--- src/rtl/bsm_pkg.sv ---
package bsm_pkg;
   localparam int BYTE_W = 8;

   typedef struct packed {
      logic [BYTE_W-1:0] data;
      logic              sop;
      logic              eop;
      logic              tx;
   } bsm_entry_t;

   // frame level for bit k of a byte: receive packets hold it high,
   // transmit packets mark only the opening and closing bit
   function automatic logic frame_bit(input logic [2:0] k, input bsm_entry_t e);
      if (e.tx)
         return ((k == 3'd0) && e.sop) || ((k == 3'd7) && e.eop);
      else
         return 1'b1;
   endfunction
endpackage

--- src/rtl/bsm_clkgen.sv ---
module bsm_clkgen #(
   parameter int CLK_DIV = 128
) (
   input  logic clk,
   input  logic rst_n,
   input  logic en,
   output logic bclk,
   output logic fall_tick
);
   localparam int HALF  = CLK_DIV / 2;
   localparam int CNT_W = $clog2(CLK_DIV);

   logic [CNT_W-1:0] cnt;

   assign fall_tick = en && (cnt == CNT_W'(CLK_DIV - 1));

   always_ff @(posedge clk or negedge rst_n) begin
      if (!rst_n) begin
         cnt  <= '0;
         bclk <= 1'b0;
      end else if (!en) begin
         cnt  <= '0;
         bclk <= 1'b0;
      end else begin
         cnt <= fall_tick ? '0 : cnt + 1'b1;
         if (cnt == CNT_W'(HALF - 1)) bclk <= 1'b1;
         if (fall_tick)               bclk <= 1'b0;
      end
   end

   // independent run-length observer of the produced clock
   logic             bclk_seen;
   logic [CNT_W:0]   run_len;

   always_ff @(posedge clk or negedge rst_n) begin
      if (!rst_n) begin
         bclk_seen <= 1'b0;
         run_len   <= '0;
      end else if (!en) begin
         bclk_seen <= 1'b0;
         run_len   <= '0;
      end else begin
         bclk_seen <= bclk;
         run_len   <= (bclk != bclk_seen) ? (CNT_W+1)'(1) : run_len + 1'b1;
      end
   end

   p_half_period_r2: assert property (@(posedge clk) disable iff (!rst_n)
      (en && (bclk != bclk_seen)) |-> (run_len == (CNT_W+1)'(HALF)))
      else $error("bit clock half period wrong");
endmodule

--- src/rtl/bsm_fifo.sv ---
module bsm_fifo #(
   parameter int DEPTH = 4
) (
   input  logic                clk,
   input  logic                rst_n,
   input  logic                en,
   input  logic                push_req,
   input  bsm_pkg::bsm_entry_t push_data,
   input  logic                pop,
   output logic                head_vld,
   output bsm_pkg::bsm_entry_t head,
   output logic                ovf
);
   localparam int AW = $clog2(DEPTH);
   localparam int CW = AW + 1;

   bsm_pkg::bsm_entry_t mem [DEPTH];
   logic [AW-1:0] wr_ptr, rd_ptr;
   logic [CW-1:0] count;
   logic          full, push;

   assign full     = (count == CW'(DEPTH));
   assign push     = en && push_req && !full;
   assign head_vld = (count != '0);
   assign head     = mem[rd_ptr];

   always_ff @(posedge clk or negedge rst_n) begin
      if (!rst_n) begin
         wr_ptr <= '0;
         rd_ptr <= '0;
         count  <= '0;
         ovf    <= 1'b0;
      end else if (!en) begin
         wr_ptr <= '0;
         rd_ptr <= '0;
         count  <= '0;
         ovf    <= 1'b0;
      end else begin
         if (push) wr_ptr <= wr_ptr + 1'b1;
         if (pop)  rd_ptr <= rd_ptr + 1'b1;
         count <= count + CW'(push) - CW'(pop);
         if (push_req && full) ovf <= 1'b1;
      end
   end

   for (genvar i = 0; i < DEPTH; i++) begin : g_slot
      always_ff @(posedge clk) begin
         if (push && (wr_ptr == AW'(i))) mem[i] <= push_data;
      end
   end

   p_drop_full_r8: assert property (@(posedge clk) disable iff (!rst_n)
      (en && push_req && full) |=> ((count + CW'($past(pop))) == $past(count)))
      else $error("byte stored into full queue");

   p_ovf_sticky_r8: assert property (@(posedge clk) disable iff (!rst_n)
      (en && $past(en) && $past(ovf)) |-> ovf)
      else $error("overflow flag cleared while enabled");

   p_pop_nonempty: assert property (@(posedge clk) disable iff (!rst_n)
      pop |-> head_vld)
      else $error("pop from empty queue");
endmodule

--- src/rtl/bsm_shifter.sv ---
module bsm_shifter (
   input  logic                clk,
   input  logic                rst_n,
   input  logic                en,
   input  logic                tick,
   input  logic                head_vld,
   input  bsm_pkg::bsm_entry_t head,
   output logic                pop,
   output logic                sdata,
   output logic                sframe
);
   import bsm_pkg::*;

   bsm_entry_t cur;
   logic [2:0] idx;
   logic       busy, in_pkt, pkt_tx;
   logic       more, fin;

   always_comb begin
      more = busy && (idx != 3'd7);
      fin  = busy && (idx == 3'd7);
      pop  = tick && head_vld && !more && !(fin && cur.eop);
   end

   always_ff @(posedge clk or negedge rst_n) begin
      if (!rst_n) begin
         cur    <= '0;
         idx    <= '0;
         busy   <= 1'b0;
         in_pkt <= 1'b0;
         pkt_tx <= 1'b0;
         sdata  <= 1'b0;
         sframe <= 1'b0;
      end else if (!en) begin
         cur    <= '0;
         idx    <= '0;
         busy   <= 1'b0;
         in_pkt <= 1'b0;
         pkt_tx <= 1'b0;
         sdata  <= 1'b0;
         sframe <= 1'b0;
      end else if (tick) begin
         if (more) begin
            idx    <= idx + 3'd1;
            sdata  <= cur.data[idx + 3'd1];
            sframe <= frame_bit(idx + 3'd1, cur);
         end else if (pop) begin
            cur    <= head;
            idx    <= 3'd0;
            busy   <= 1'b1;
            sdata  <= head.data[0];
            sframe <= frame_bit(3'd0, head);
            if (head.sop) begin
               in_pkt <= 1'b1;
               pkt_tx <= head.tx;
            end
         end else begin
            busy  <= 1'b0;
            sdata <= 1'b0;
            if (fin && cur.eop) begin
               in_pkt <= 1'b0;
               sframe <= 1'b0;
            end else begin
               sframe <= in_pkt && !pkt_tx;
            end
         end
      end
   end

   p_rx_frame_r5: assert property (@(posedge clk) disable iff (!rst_n)
      (en && busy && !cur.tx) |-> sframe)
      else $error("receive frame dropped inside byte");

   p_tx_mid_low_r6: assert property (@(posedge clk) disable iff (!rst_n)
      (en && busy && cur.tx && (idx != 3'd0) && (idx != 3'd7)) |-> !sframe)
      else $error("transmit frame high on inner bit");

   p_gap_r7: assert property (@(posedge clk) disable iff (!rst_n)
      (en && tick && fin && cur.eop) |=> (!sframe && !sdata))
      else $error("no idle slot after last byte");
endmodule

--- src/rtl/pkt_bitstream_mon.sv ---
module pkt_bitstream_mon #(
   parameter int CLK_DIV    = 128,
   parameter int FIFO_DEPTH = 4
) (
   input  logic       clk,
   input  logic       rst_n,
   input  logic       mon_en,
   input  logic       byte_vld,
   input  logic [7:0] byte_data,
   input  logic       byte_sop,
   input  logic       byte_eop,
   input  logic       byte_tx,
   input  logic [2:0] gpio_drv,
   output logic [2:0] mon_pins,
   output logic       ovf_flag
);
   import bsm_pkg::*;

   if ((CLK_DIV < 4) || ((CLK_DIV % 2) != 0)) begin : g_bad_div
      $error("CLK_DIV must be even and at least 4");
   end
   if ((FIFO_DEPTH < 2) || ((FIFO_DEPTH & (FIFO_DEPTH - 1)) != 0)) begin : g_bad_depth
      $error("FIFO_DEPTH must be a power of two, at least 2");
   end

   logic       bclk, tick, pop, head_vld, sdata, sframe;
   bsm_entry_t head, in_entry;

   assign in_entry = '{data: byte_data, sop: byte_sop, eop: byte_eop, tx: byte_tx};

   bsm_clkgen #(.CLK_DIV(CLK_DIV)) u_clkgen (
      .clk(clk), .rst_n(rst_n), .en(mon_en),
      .bclk(bclk), .fall_tick(tick));

   bsm_fifo #(.DEPTH(FIFO_DEPTH)) u_fifo (
      .clk(clk), .rst_n(rst_n), .en(mon_en),
      .push_req(byte_vld), .push_data(in_entry), .pop(pop),
      .head_vld(head_vld), .head(head), .ovf(ovf_flag));

   bsm_shifter u_shift (
      .clk(clk), .rst_n(rst_n), .en(mon_en), .tick(tick),
      .head_vld(head_vld), .head(head), .pop(pop),
      .sdata(sdata), .sframe(sframe));

   assign mon_pins = mon_en ? {sframe, sdata, bclk} : gpio_drv;

   p_change_on_fall_r3: assert property (@(posedge clk) disable iff (!rst_n)
      (mon_en && $past(mon_en) &&
       (($past(sdata) != sdata) || ($past(sframe) != sframe))) |-> $fell(bclk))
      else $error("data or frame moved away from falling clock");
endmodule

--- config.mk ---
export PLATFORM = sky130hd
export DESIGN_NAME = pkt_bitstream_mon
export DESIGN_NICKNAME = d
export VERILOG_FILES = /design/src/rtl/bsm_pkg.sv /design/src/rtl/bsm_clkgen.sv /design/src/rtl/bsm_fifo.sv /design/src/rtl/bsm_shifter.sv /design/src/rtl/pkt_bitstream_mon.sv
export SDC_FILE = /design/constraint.sdc
export NUM_CORES = 1
export LEC_CHECK = 0
export BUFFER_PORTS_ARGS = -buffer_cell sky130_fd_sc_hd__buf_4
export CAP_MARGIN = 20
export CORE_MARGIN = 2
export CORE_UTILIZATION = 44
export DETAILED_ROUTE_END_ITERATION = 6
export PLACE_DENSITY = 0.62
export SYNTH_ARGS = -nofsm -noshare
export SYNTH_HDL_FRONTEND = slang
export SYNTH_SLANG_ARGS = --single-unit
--- constraint.sdc ---
create_clock -name clk -period 4.8 [get_ports clk]
set_input_delay 0.48 -clock clk [delete_from_list [all_inputs] [get_ports clk]]
set_output_delay 0.48 -clock clk [all_outputs]
set_load 0.02 [all_outputs]
== After elaboration in Yosys (flattened, before gate mapping) ==
Memories as Yosys holds them, arrays and structs flattened.
Cells that the tools add are included.
Operators by class
  add/subtract/negate cells: 6
  magnitude comparators: 1
  eq/ne operators: 19
  mux-type cells: 66
  reduce and logical (&&, ||, !) cells: 33
Operator list (count)
  11-bit 2-to-1 mux: 7
  1-bit 2-to-1 mux: 43
  11-bit OR reduction: 3
  3-bit 2-to-1 mux: 6
  1-bit logical AND: 17
  2-bit 2-to-1 mux: 7
  7-bit 2-to-1 mux: 2
  2-bit by 1-bit inequality test with 1-bit output (second input constant): 5
  3-bit equality test (second input constant): 3
  3-bit by 1-bit inequality test with 1-bit output (second input constant): 3
  4-bit AND reduction: 2
  7-bit by 1-bit adder with 7-bit output (second input constant): 1
  7-bit by 6-bit equality test with 1-bit output (second input constant): 1
  7-bit equality test (second input constant): 1
  2-bit by 1-bit adder with 2-bit output (second input constant): 2
  2-bit equality test (second input constant): 2
  1-bit logical NOT: 4
  3-bit by 4-bit < comparator with 1-bit output (second input constant): 1
  2-bit AND reduction: 2
  3-bit by 1-bit adder with 3-bit output: 1
  3-bit by 1-bit adder with 3-bit output (second input constant): 1
  1-bit binary-select mux with 3-bit select: 1
  3-bit logical NOT: 1
  3-bit by 2-bit inequality test with 1-bit output (second input constant): 1
  8 further kinds: 8
Storage, ports and cells
  bits in registers: 35
  memory bits (writable): 44
  input port bits: 18
  output and inout port bits: 4
  word-level logic and storage cells: 142
  memories: 1
Memory list
  u_fifo.mem: depth 4, width 11, read ports 1, clocked after memory_dff 0, wr ports 1, RTL line bsm_fifo.sv:17  | bsm_pkg::bsm_entry_t mem [DEPTH];

== Longest topological paths before layout ==
Gate-level depths: netlist of run 1.
  depth in word-level cells: 10
  mapped depth: 11
  depth with buffers taken out: 11

== Modules after synthesis ==
Synthesis of run 1 repeated with hierarchy kept, for this count alone.
Second synthesis, totals
  cell total of the unflattened synthesis: 240
  area total of the unflattened synthesis: 3378.2 µm²
By module, submodules not included
  bsm_fifo: times used 1, cells each 105, area each 2082.0 µm², seq. area each 1521.5 µm²
  bsm_shifter: times used 1, cells each 96, area each 909.6 µm², seq. area each 450.4 µm²
  bsm_clkgen: times used 1, cells each 36, area each 352.8 µm², seq. area each 200.2 µm²
  pkt_bitstream_mon: times used 1, cells each 3, area each 33.8 µm², seq. area each 0.0 µm²

== Least setup slack after synthesis of run 1 ==
No wires, ideal clock.
  path kind: register to register
  start point: reg u_shift.idx[0]
  end point: reg u_fifo.count[2]
  setup time: 0.119 ns
  arrival: 2.232 ns
  required time: 4.681 ns
  setup slack: 2.449 ns
  stages on the path, launching flop included: 12
  buffers on the path: 0
  period minus slack after synthesis: 2.351 ns
  cells stage by stage: dfrtp_1 > ha_1 > ha_1 > nand2b_1 > a21oi_4 > nand2_1 > xnor2_1 > ha_1 > inv_1 > fa_1 > xnor2_1 > and2_1
On the way
  longest elaborated chain between the ends: 7
  elaborated cells on any way between the ends: 11
  those cells by class: 1 x add/sub; 2 x eq/ne; 1 x mux; 7 x reduce/logical
Ends and longest elaborated chain
  from (decl): RTL line bsm_shifter.sv:15  | logic [2:0] idx;
  from (signal assigned): RTL line bsm_shifter.sv:44  | idx <= idx + 3'd1;
  3-bit inequality test or 3-bit equality test (tied branches): RTL line bsm_shifter.sv:20, bsm_shifter.sv:21
  1-bit logical AND (on tied branches): RTL line bsm_shifter.sv:20, bsm_shifter.sv:21
  1-bit logical NOT or 1-bit logical AND (tied branches): RTL line bsm_shifter.sv:22  | pop = tick && head_vld && !more && !(fin && cur.eop);
  1-bit logical AND or 1-bit logical NOT (tied branches): RTL line bsm_shifter.sv:22
  1-bit logical AND *: RTL line bsm_shifter.sv:22
  3-bit by 1-bit subtractor with 3-bit output *: RTL line bsm_fifo.sv:41  | count <= count + CW'(push) - CW'(pop);
  3-bit 2-to-1 mux *: RTL line bsm_fifo.sv:33  | end else if (!en) begin
  to (signal assigned): RTL line bsm_fifo.sv:41
  to (decl): RTL line bsm_fifo.sv:19  | logic [CW-1:0] count;
Mark *: on every way between the ends. The rest lies on a longest branch, timed or not.
A chain may end at the register's enable or synchronous reset.

== Worst setup path in the final report of run 1 ==
Same ends and word-level chain as after synthesis.

==> results.md, run 1 <==
* Status: completed
* First-pass GRT wire length at 9830 um
* GRT Max-Usage Layer: met2
* Post-CTS Hold Fix Bufs at 0
* Final setup viols at 0
* Slowest-stage cell, CP: dfrtp_1
* Final min period at 2.58 ns
* Detail Placement HPWL at between 3000 and 4000 um
* Commonest cells post-synth: edfxtp_1 (44), dfrtp_1 (35), nand2_1 (22)
* Core area at 7610 um2
* Number of synthesized flops with an enable pin at 44
* Drt via density at about 5.2
* Num CTS Buffers at 9
* Syn_area_per_cell at 14.8 um2
* Crit Path Max Fanout at 7
* Clock sink count at 79
* Max-cap violation count at 0
* Post-Synth XOR/XNOR Area at 2.57%
* Pins Over Slew Limit at 0
* Synth Net Count at 260
* Synth top area cells: edfxtp_1 (39%), dfrtp_1 (26%), mux4_2 (8.6%)
* Clock skew at around 0.008 ns
* WP data arrival at 2.82 ns
* Final #Nets at 283
* Overall die height at 92.0 um
* Synth warn at 0
* Layout cells sized above 1 at 20.8%
* Vias after detailed routing at 1870
* Yosys top cell area share at 38.7%
* Drt wl/cell at ~16 um
* Final Hold Viols at 0
* Initial core utilization at between 40 and 50%
* Critical Path RT at 5.04 ns
* CP max stage delay at 0.50 ns
* Port Buffers at 21
* Worst setup EP type: flip-flop
* CP delay by family, top: adder cells
* Post-synthesis simple-gate area fraction at 10.5%
* R2r worst-path depth at 11
* TritonCTS clock tree: yes
* Pleak at 0.00150 uW
* Post-CTS Setup Inserts at 0
* Worst path buffer plus inverter count at 1
* Gr usage total at 15.6%
* Row cnt at 32
* Leading register cell type out of synthesis: edfxtp_1
* Tot Pwr at 1260 uW
* Met2 usage at 25.1%
* Type of origin of the critical path: flip-flop
* Mux cell area share after synthesis at 9.79%
* Gate Count Post-Synth at 231
* RePlAce Congestion at 0.868
* Adder-Cell Fraction of Synth Area at about 4.3%
* Clk buf depth at 2
* Clock transition at path regs at 0.08 ns
* Slew HR at roughly 45%
* VDD IR max at 0.194 mV
* Synthesized flop and latch total at 79
* Worst r2r dst: u_fifo.count[2]
* Final wirelength at 5900 um
* Largest net degree at the start of global routing at 36
* RR Startpoint: u_shift.idx[0]
* Ant. Diodes at 0
* DIE WIDTH at 92.0 um
* CTS H-tree lvls at 3
* Cells along the critical path: ha_1 > ha_1 > nand2b_1 > a21oi_4 > nand2_1 > xnor2_1 > ha_1 > inv_1 > fa_1 > xnor2_1 > and2_1
* Initial antenna violation count at 0
* Die Area at 8470 um2
* Largest family of logic cells by synthesized area: simple AND/OR/NAND/NOR gates
* Period Utilization, post-route at 53.8%
* Top-count cell post-synth: edfxtp_1
* Unrepaired setup endpoints after global routing: false
* Fmax at 0.387 GHz
* Clk root buf: clkbuf_8
* Layout area overhead at 12.0%
* Power Density at around 330 nW/um2
* Met3 Usage GRT at roughly 3.7%
* Final setup TNS at 0 ns
* Drt pass-1 iters at 4
* Worst-margin pin slew at ~0.83 ns
* PostCTS Resize Cnt at 0
* Vias in the first global route at around 2000
* Async SR Flop Fraction at 44.3%
* Worst min path class: in2async
* Register-to-register setup slack at 2.22 ns
* Largest area contributor in the netlist: edfxtp_1
* Most used cell, CP: ha_1
* Sequential fraction of the synthesis area at 64.4%
* DRC at 0
* Met1 usage in global routing at between 20% and 30%
* Util after Layout at approximately half
* Clk Latency, worst-skew pair at 0.35 ns
* IO Count at 22
* Synth unique cells at 40
* GRT overflow at 0
* Post-synthesis compound-gate area fraction at 6.09%
* CP Class: reg2reg
* Synth Cell Area at between 3000 and 4000 um2
* Number of DRC markers in iteration 0 at 101
* Antenna viol nets, final at 0
worst reg2reg max path: cells and delay by family (launching register included):
family / cells / cell delay, ns
adders and majority gates: 4 / 0.94
DFF: 1 / 0.50
and+or+nand+nor: 3 / 0.43
xor gates and xnor gates: 2 / 0.33
AOI/OAI and AO/OA: 1 / 0.25
buffers and inverters: 1 / 0.05
state kept, by name (all words and copies together), names as in the netlist:
signal and cells:
u_shift.idx 3, u_fifo.mem 44, u_fifo.count 3, u_fifo.wr_ptr 2, u_fifo.ovf 1, u_shift.pkt_tx 1
u_fifo.rd_ptr 2, u_clkgen.bclk 1, u_shift.sframe 1, u_shift.busy 1, u_shift.in_pkt 1, u_shift.cur 11
u_shift.sdata 1, u_clkgen.cnt 7
per-stage QoR:
step / hold slack (ns) / area (um2) / setup WS [ns] / cells
after floorplan: 0.184 / 3410 / 2.45 / 231
after global placement: 0.466 / 3650 / 2.34 / 345
after detailed placement: 0.467 / 3650 / 2.23 / 345
after CTS: 0.0832 / 3820 / 2.21 / 361
after global routing: 0.0970 / 3820 / 1.97 / 361
final: 0.0759 / 3820 / 2.22 / 361
layout make-up:
cell class                 instances  area (um2)
timing repair buffer              21         158
multi-input combinational        135        1130
inverter                           8        30.0
clock inverter                     7        50.0
clock buffer                       9         124
sequential                        79        2200
tap                              102         128
fill                             684        3790
cell families (layout without fill, tap and decap cells):
| logic type | after synthesis | in the layout |
|---|---|---|
| multiplexers | 17 | 17 |
| AND/OR/NAND/NOR | 70 | 70 |
| adder cells (fa/ha/maj) | 11 | 11 |
| AO/OA/AOI/OAI | 27 | 27 |
| flip-flops | 79 | 79 |
| XOR/XNOR | 10 | 10 |
| buffers and inverters | 17 | 45 |
power by group:
| part | internal, uW | switching (uW) | total, uW |
|---|---|---|---|
| Combinational | 33.3 | 45.4 | 78.7 |
| Sequential | 737 | 9.84 | 747 |
| Clock | 187 | 244 | 431 |
| Total | 957 | 299 | 1260 |
metal layers:
layer  share of wire [%]  wire length (um)  up-vias
met5                   0                 0        -
met4                 1.7               102        0
met3                 2.5               149        9
met2                  48              2810       22
met1                  48              2850      949
li1                    -                 -      890
layout by cell type (no fill, tap or decap), types with 7 or more instances in the layout:
master    Yosys  final
dfrtp_1      35     35
and2_1       12     12
buf_4         1     21
inv_1         8      8
ha_1         10     10
nor2_1        8      8
a22o_1        9      9
nand2_1      22     22
nor2b_1       7      7
mux4_2       13     13
nand3_1       9      9
clkbuf_8      0      9
edfxtp_1     44     44
how the worst max path moves through the flow:
stage | cells past startpoint | endpoint | slack [ns] | from
global placement | 11 | u_fifo.count[2] | 2.34 | u_shift.idx[0]
CTS | 11 | u_fifo.count[2] | 2.21 | u_shift.idx[0]
floorplan | 11 | u_fifo.count[2] | 2.45 | u_shift.idx[0]
detailed placement | 11 | u_fifo.count[2] | 2.23 | u_shift.idx[0]
finish | 11 | u_fifo.count[2] | 2.22 | u_shift.idx[0]
global route | 11 | u_fifo.count[2] | 1.97 | u_shift.idx[0]
No activity file was read; power rests on OpenSTA's default activity.
==> run 2, diff against run 1 <==
- clock period: 4.8 -> 2.6 ns (I/O delays scaled with it)
==> run 2 against run 1 <==
Register-to-register slack worse by 2.0 ns. Maximum frequency up 9.6%. Hold slack better by 0.021 ns. Non-clock buffer count up 4. Clock-buffer cell count unchanged. Largest cell class unchanged. Critical path depth unchanged. Global-route usage down 0.097 points. Flip-flop and latch count unchanged.
==> results.md, run 2 (synthesis gave the netlist of run 1 again) <==
* Number of DRC markers in iteration 0 at 65
* Status: completed
* Tot Pwr at 2490 uW
* Final wirelength at between 5000 and 6000 um
* Row cnt at 32
* Slew HR at 59.2%
* Pleak at 0.00155 uW
* Vias in the first global route at just under 2000
* Worst setup EP type: flip-flop
* Pins Over Slew Limit at 0
* Clock transition at path regs at 0.09 ns
* Most frequent cells in the layout: edfxtp_1 (44), dfrtp_1 (35), buf_4 (24), nand2_1 (21), mux4_2 (13)
* Ant. Diodes at 0
* Most common cell after layout, fill and taps aside: edfxtp_1
* Drt via density at 5.17
* Layout area overhead at 14.0%
* Gr usage total at 15.5%
* Die Area at approximately 8500 um2
* Final setup viols at 0
* GRT overflow at 0
* Hold WS at 0.0974 ns
* Num CTS Buffers at 9
* Clk buf depth at 2
* VDD IR max at about 0.43 mV
* Worst-margin pin slew at 0.613 ns
* First-pass GRT wire length at between 9000 and 10000 um
* Clock skew at 0.0115 ns
* Port Buffers at 21
* Post-CTS Setup Inserts at 0
* Most flop-heavy register: u_fifo.mem
* Biggest regs: u_fifo.mem: 44 flops, u_shift.cur: 11 flops, u_clkgen.cnt: 7 flops
* TritonCTS clock tree: yes
* DRC at 0
* RePlAce Congestion at between 0.8 and 0.9
* Crit Path Max Fanout at 7
* Clk Latency, worst-skew pair at approximately 0.36 ns
* Period Utilization, post-route at 90.6%
* Vias after detailed routing at 1888
* Final Hold Viols at 0
* Core area at ~7600 um2
* CTS H-tree lvls at 3
* Max-cap violation count at 0
* Power Density at 640 nW/um2
* Fill count at between 600 and 700
* Type of origin of the critical path: flip-flop
* Antenna viol nets, final at 0
* Drt pass-1 iters at 4
* Final min period at roughly 2.4 ns
* DIE WIDTH at about 90 um
* Max reg flops at 44
* Initial antenna violation count at 0
* Detail Placement HPWL at 3880 um
* Unrepaired setup endpoints after global routing: false
* Fmax at 0.425 GHz
* Worst min path class: in2reg
* Final setup TNS at 0 ns
* Drt wl/cell at 16.0 um
* Initial core utilization at 44.8%
* Clock sink count at 79
* Register-to-register setup slack at 0.24 ns
* IO Count at 22
* WP data arrival at about 2.6 ns
* Overall die height at 92.0 um
* Largest net degree at the start of global routing at 36
* Layout cells sized above 1 at 22.4%
* Final #Nets at 287
* CP Class: reg2reg
* Clk root buf: clkbuf_8
* Critical Path RT at 2.86 ns
-- run 2: layer usage --
| layer | up-vias | global-route usage, % | routed length (um) |
|---|---|---|---|
| li1 | 904 | - | - |
| met1 | 942 | 20.6 | 2730 |
| met2 | 32 | 24.3 | 2840 |
| met3 | 10 | 3.70 | 183 |
| met4 | 0 | 6.97 | 102 |
| met5 | - | 0 | 0 |
-- run 2: through the flow --
step / utilization, % / setup slack, ns / instances / area (um2)
floorplan: - / 0.249 / 231 / 3410
global placement: 48.2 / 0.257 / 348 / 3670
detailed placement: 48.2 / 0.189 / 348 / 3670
CTS: 51.1 / 0.180 / 365 / 3890
global route: 51.1 / 0.0300 / 365 / 3890
finish: 51.1 / 0.244 / 365 / 3890
-- run 2: what timing repair did --
| action | 4_1_cts | 5_1_grt |
|---|---|---|
| hold endpoints to repair | 35 | 0 |
| hold buffers | 1 | 0 |
| gates resized for setup | 0 | 1 |
| endpoints found under the setup margin | 0 | 1 |
-- run 2: worst max-delay path, stage by stage (launching register included) --
cell and delay [ns]:
dfrtp_1 0.41, ha_1 0.17, ha_1 0.20, nand2b_1 0.11, a21oi_4 0.25, nand2_2 0.12, xnor2_1 0.16, ha_1 0.16
inv_1 0.05, fa_1 0.37, xnor2_1 0.13, and2_1 0.14
-- run 2: cell type report --
| type | instances | area (um2) | share of cell area [%] |
|---|---|---|---|
| timing repair buffer | 25 | 190 | 4.89 |
| clock inverter | 7 | 83.8 | 2.16 |
| multi-input combinational | 135 | 1140 | 29.2 |
| tap | 102 | 128 | 3.28 |
| clock buffer | 9 | 124 | 3.19 |
| inverter | 8 | 30.0 | 0.772 |
| sequential | 79 | 2200 | 56.5 |
-- run 2: final timing paths --
check	startpoint	to	cells past startpoint
worst max-delay path	u_shift.idx[1]	u_fifo.count[2]	11
worst min-delay path	byte_data[3]	u_fifo.mem[2][6]	1
worst min register to register	u_shift.cur[2]	u_shift.cur[2]	2
worst max register to register	u_shift.idx[1]	u_fifo.count[2]	11
max in group asynchronous	rst_n	u_fifo.rd_ptr[1]	2
min in group asynchronous	rst_n	u_shift.cur[4]	2
-- run 2: report_power, final --
| group | switching [uW] | internal [uW] | leakage (uW) |
|---|---|---|---|
| Combinational | 84.4 | 62.5 | 0.000562 |
| Clock | 497 | 464 | 0.000103 |
| Sequential | 18.9 | 1360 | 0.000884 |
==> run 3, diff against run 2 <==
- SYNTH_HIERARCHICAL: unset -> 1
==> run 3 against run 2 <==
Clock-buffer cell count did not move. Sequential share of layout area fell by 1.4 points. Power fell by 1.1%. Critical endpoint is now u_fifo/count[2]. Highest routed layer unchanged.
==> results.md, run 3 <==
* Pins Over Slew Limit at 0
* Biggest regs: u_fifo/mem: 44 flops, u_shift/cur: 10 flops, u_clkgen/cnt: 7 flops
* Synth Cell Area at 3380 um2
* Unrepaired setup endpoints after global routing: false
* Largest area contributor in the netlist: edfxtp_1
* DIE WIDTH at 91.6 um
* Port Buffers at 21
* Hold Path Depth at 1
* Hold WS at 0.105 ns
* Power Density at around 620 nW/um2
* Worst setup EP type: flip-flop
* Sequential fraction of the synthesis area at ~64%
* Drt via density at between 5 and 6
* First-pass GRT wire length at 9880 um
* Max reg flops at 44
* Final setup TNS at 0 ns
* Critical Path RT at 2.84 ns
* Hold_sp: byte_data[4]
* Worst path buffer plus inverter count at 3
* Type of origin of the critical path: flip-flop
* Most used cell, CP: inv_1
* Num CTS Buffers at 9
* Most flop-heavy register: u_fifo/mem
* Final Hold Viols at 0
* Clk buf depth at 2
* Initial antenna violation count at 0
* Worst-margin pin slew at 0.616 ns
* Slowest-stage cell, CP: dfrtp_2
* Final #Nets at between 300 and 400
* Vias after detailed routing at 1949
* Die Area at ~8400 um2
* Row cnt at 31
* Layout area overhead at 16.7%
* Synth warn at 6
* Gate Count Post-Synth at 240
* DRC at 0
* WP data arrival at 2.70 ns
* Status: completed
* Cells along the critical path: or3b_1 > and3_2 > inv_1 > ha_1 > inv_1 > ha_1 > inv_1 > fa_2 > xnor2_1 > xnor2_1 > and2_1
* Most common cell after layout, fill and taps aside: edfxtp_1
* IO Count at 22
* Leading register cell type out of synthesis: edfxtp_1
* Synth unique cells at 39
* Layout cells sized above 1 at 26.4%
* Async SR Flop Fraction at between 40% and 50%
* Clk Latency, worst-skew pair at 0.34 ns
* Vias in the first global route at 1958
* GRT overflow at 0
* Largest net degree at the start of global routing at 35
* Most frequent cells in the layout: edfxtp_1 (44), nand2_1 (36), dfrtp_1 (33), buf_4 (29), a21oi_1 (13)
* CP max stage delay at 0.46 ns
* Yosys top cell area share at 39.1%
* Fmax at 0.406 GHz
* Commonest cells post-synth: edfxtp_1 (44), nand2_1 (38), dfrtp_1 (34)
* Register-to-register setup slack at 0.14 ns
* Synth top area cells: edfxtp_1 (39%), dfrtp_1 (25%), mux4_2 (7.3%)
* Top-count cell post-synth: edfxtp_1
* Final setup viols at 0
* Crit Path Max Fanout at 6
* Ant. Diodes at 0
* Gr usage total at 15.6%
* Overall die height at a little over 90 um
* CP Class: reg2reg
* Final wirelength at 5840 um
* RR Startpoint: u_fifo/count[1]
* Drt pass-1 iters at 4
* Max-cap violation count at 0
* Synthesized flop and latch total at a little under 80
* Tot Pwr at 2460 uW
* RePlAce Congestion at between 0.7 and 0.8
* Number of synthesized flops with an enable pin at 44
* Detail Placement HPWL at slightly below 4000 um
* Clock skew at 0.00737 ns
* Clock sink count at 78
* Worst Hold Endpoint: u_fifo/mem[2][7]
* Fill count at 628
* Initial core utilization at 46.1%
* Clock transition at path regs at 0.09 ns
* Syn_area_per_cell at between 10 and 15 um2
* Slew HR at around 60%
* Synth Net Count at 269
* CP delay by family, top: simple AND/OR/NAND/NOR gates
* Number of DRC markers in iteration 0 at 111
* Antenna viol nets, final at 0
* Clk root buf: clkbuf_8
* Worst r2r dst: u_fifo/count[2]
* CTS H-tree lvls at 3
* Drt wl/cell at between 15 and 20 um
* VDD IR max at 0.367 mV
* Final min period at 2.46 ns
* Fin cells at 379
* Placed cells at 362
* Core area at between 7000 and 8000 um2
* TritonCTS clock tree: yes
* Pleak at approximately 0.0016 uW
* R2r worst-path depth at 11
* Period Utilization, post-route at between 90% and 100%
* Worst min path class: in2reg
[run 3: worst max-delay path by stage]
stage / from / end / slack [ns] / cells past startpoint
after floorplan: u_clkgen/cnt[0] / u_fifo/count[2] / 0.03 / 15
after global placement: u_fifo/count[1] / u_fifo/count[2] / 0.19 / 11
after detailed placement: u_fifo/count[1] / u_fifo/count[2] / 0.12 / 11
after CTS: u_fifo/count[1] / u_fifo/count[2] / 0.11 / 11
after global routing: u_clkgen/cnt[3] / u_fifo/count[2] / 0.006 / 13
final: u_fifo/count[1] / u_fifo/count[2] / 0.14 / 11
[run 3: cell type report]
cell class	count	area, um2	share of cell area (%)
flip-flops and latches	78	2170	55.1
multi-input cells	143	1160	29.4
repair buffers	30	228	5.77
clock buffers	9	124	3.14
well taps	99	124	3.14
clock inverters	7	87.6	2.22
inverters	13	48.8	1.24
[run 3: what timing repair did]
action                                 4_1_cts  5_1_grt
setup endpoints to repair                    0        1
hold buffers                                 1        0
endpoints found under the hold margin       34        0
gates resized for setup                      0        2
buffers inserted                             0        0
[run 3: per-layer routing]
| layer | track usage (%) | share of wire, % | routed length [um] | up-vias |
|---|---|---|---|---|
| li1 | - | - | - | 939 |
| met1 | 22.3 | 49 | 2840 | 971 |
| met2 | 22.4 | 46 | 2670 | 33 |
| met3 | 4.03 | 4.1 | 239 | 6 |
| met4 | 6.94 | 1.6 | 93 | 0 |
| met5 | 0 | 0 | 0 | - |
[run 3: power by group]
| group | internal (uW) | switching, uW |
|---|---|---|
| clock network | 467 | 481 |
| logic | 66.2 | 80.4 |
| registers | 1350 | 19.4 |
[run 3: through the flow]
step	util (%)	cell area [um2]	setup slack, ns
6_report	53.8	3940	0.139
5_1_grt	53.8	3940	0.00636
4_1_cts	53.8	3940	0.107
3_5_place_dp	50.7	3720	0.123
3_3_place_gp	50.7	3720	0.194
2_1_floorplan	-	3420	0.0300
[run 3: cell families (layout without fill, tap and decap cells)]
| kind of cell | after synthesis | count (layout) | synth area share [%] |
|---|---|---|---|
| buffers and inverters | 19 | 59 | 2.63 |
| multiplexers | 20 | 20 | 11.1 |
| AO/OA/AOI/OAI | 30 | 30 | 5.37 |
| AND/OR/NAND/NOR | 75 | 75 | 10.5 |
| flip-flops | 78 | 78 | 64.3 |
| adder cells (fa/ha/maj) | 11 | 11 | 4.30 |
| XOR/XNOR | 7 | 7 | 1.81 |
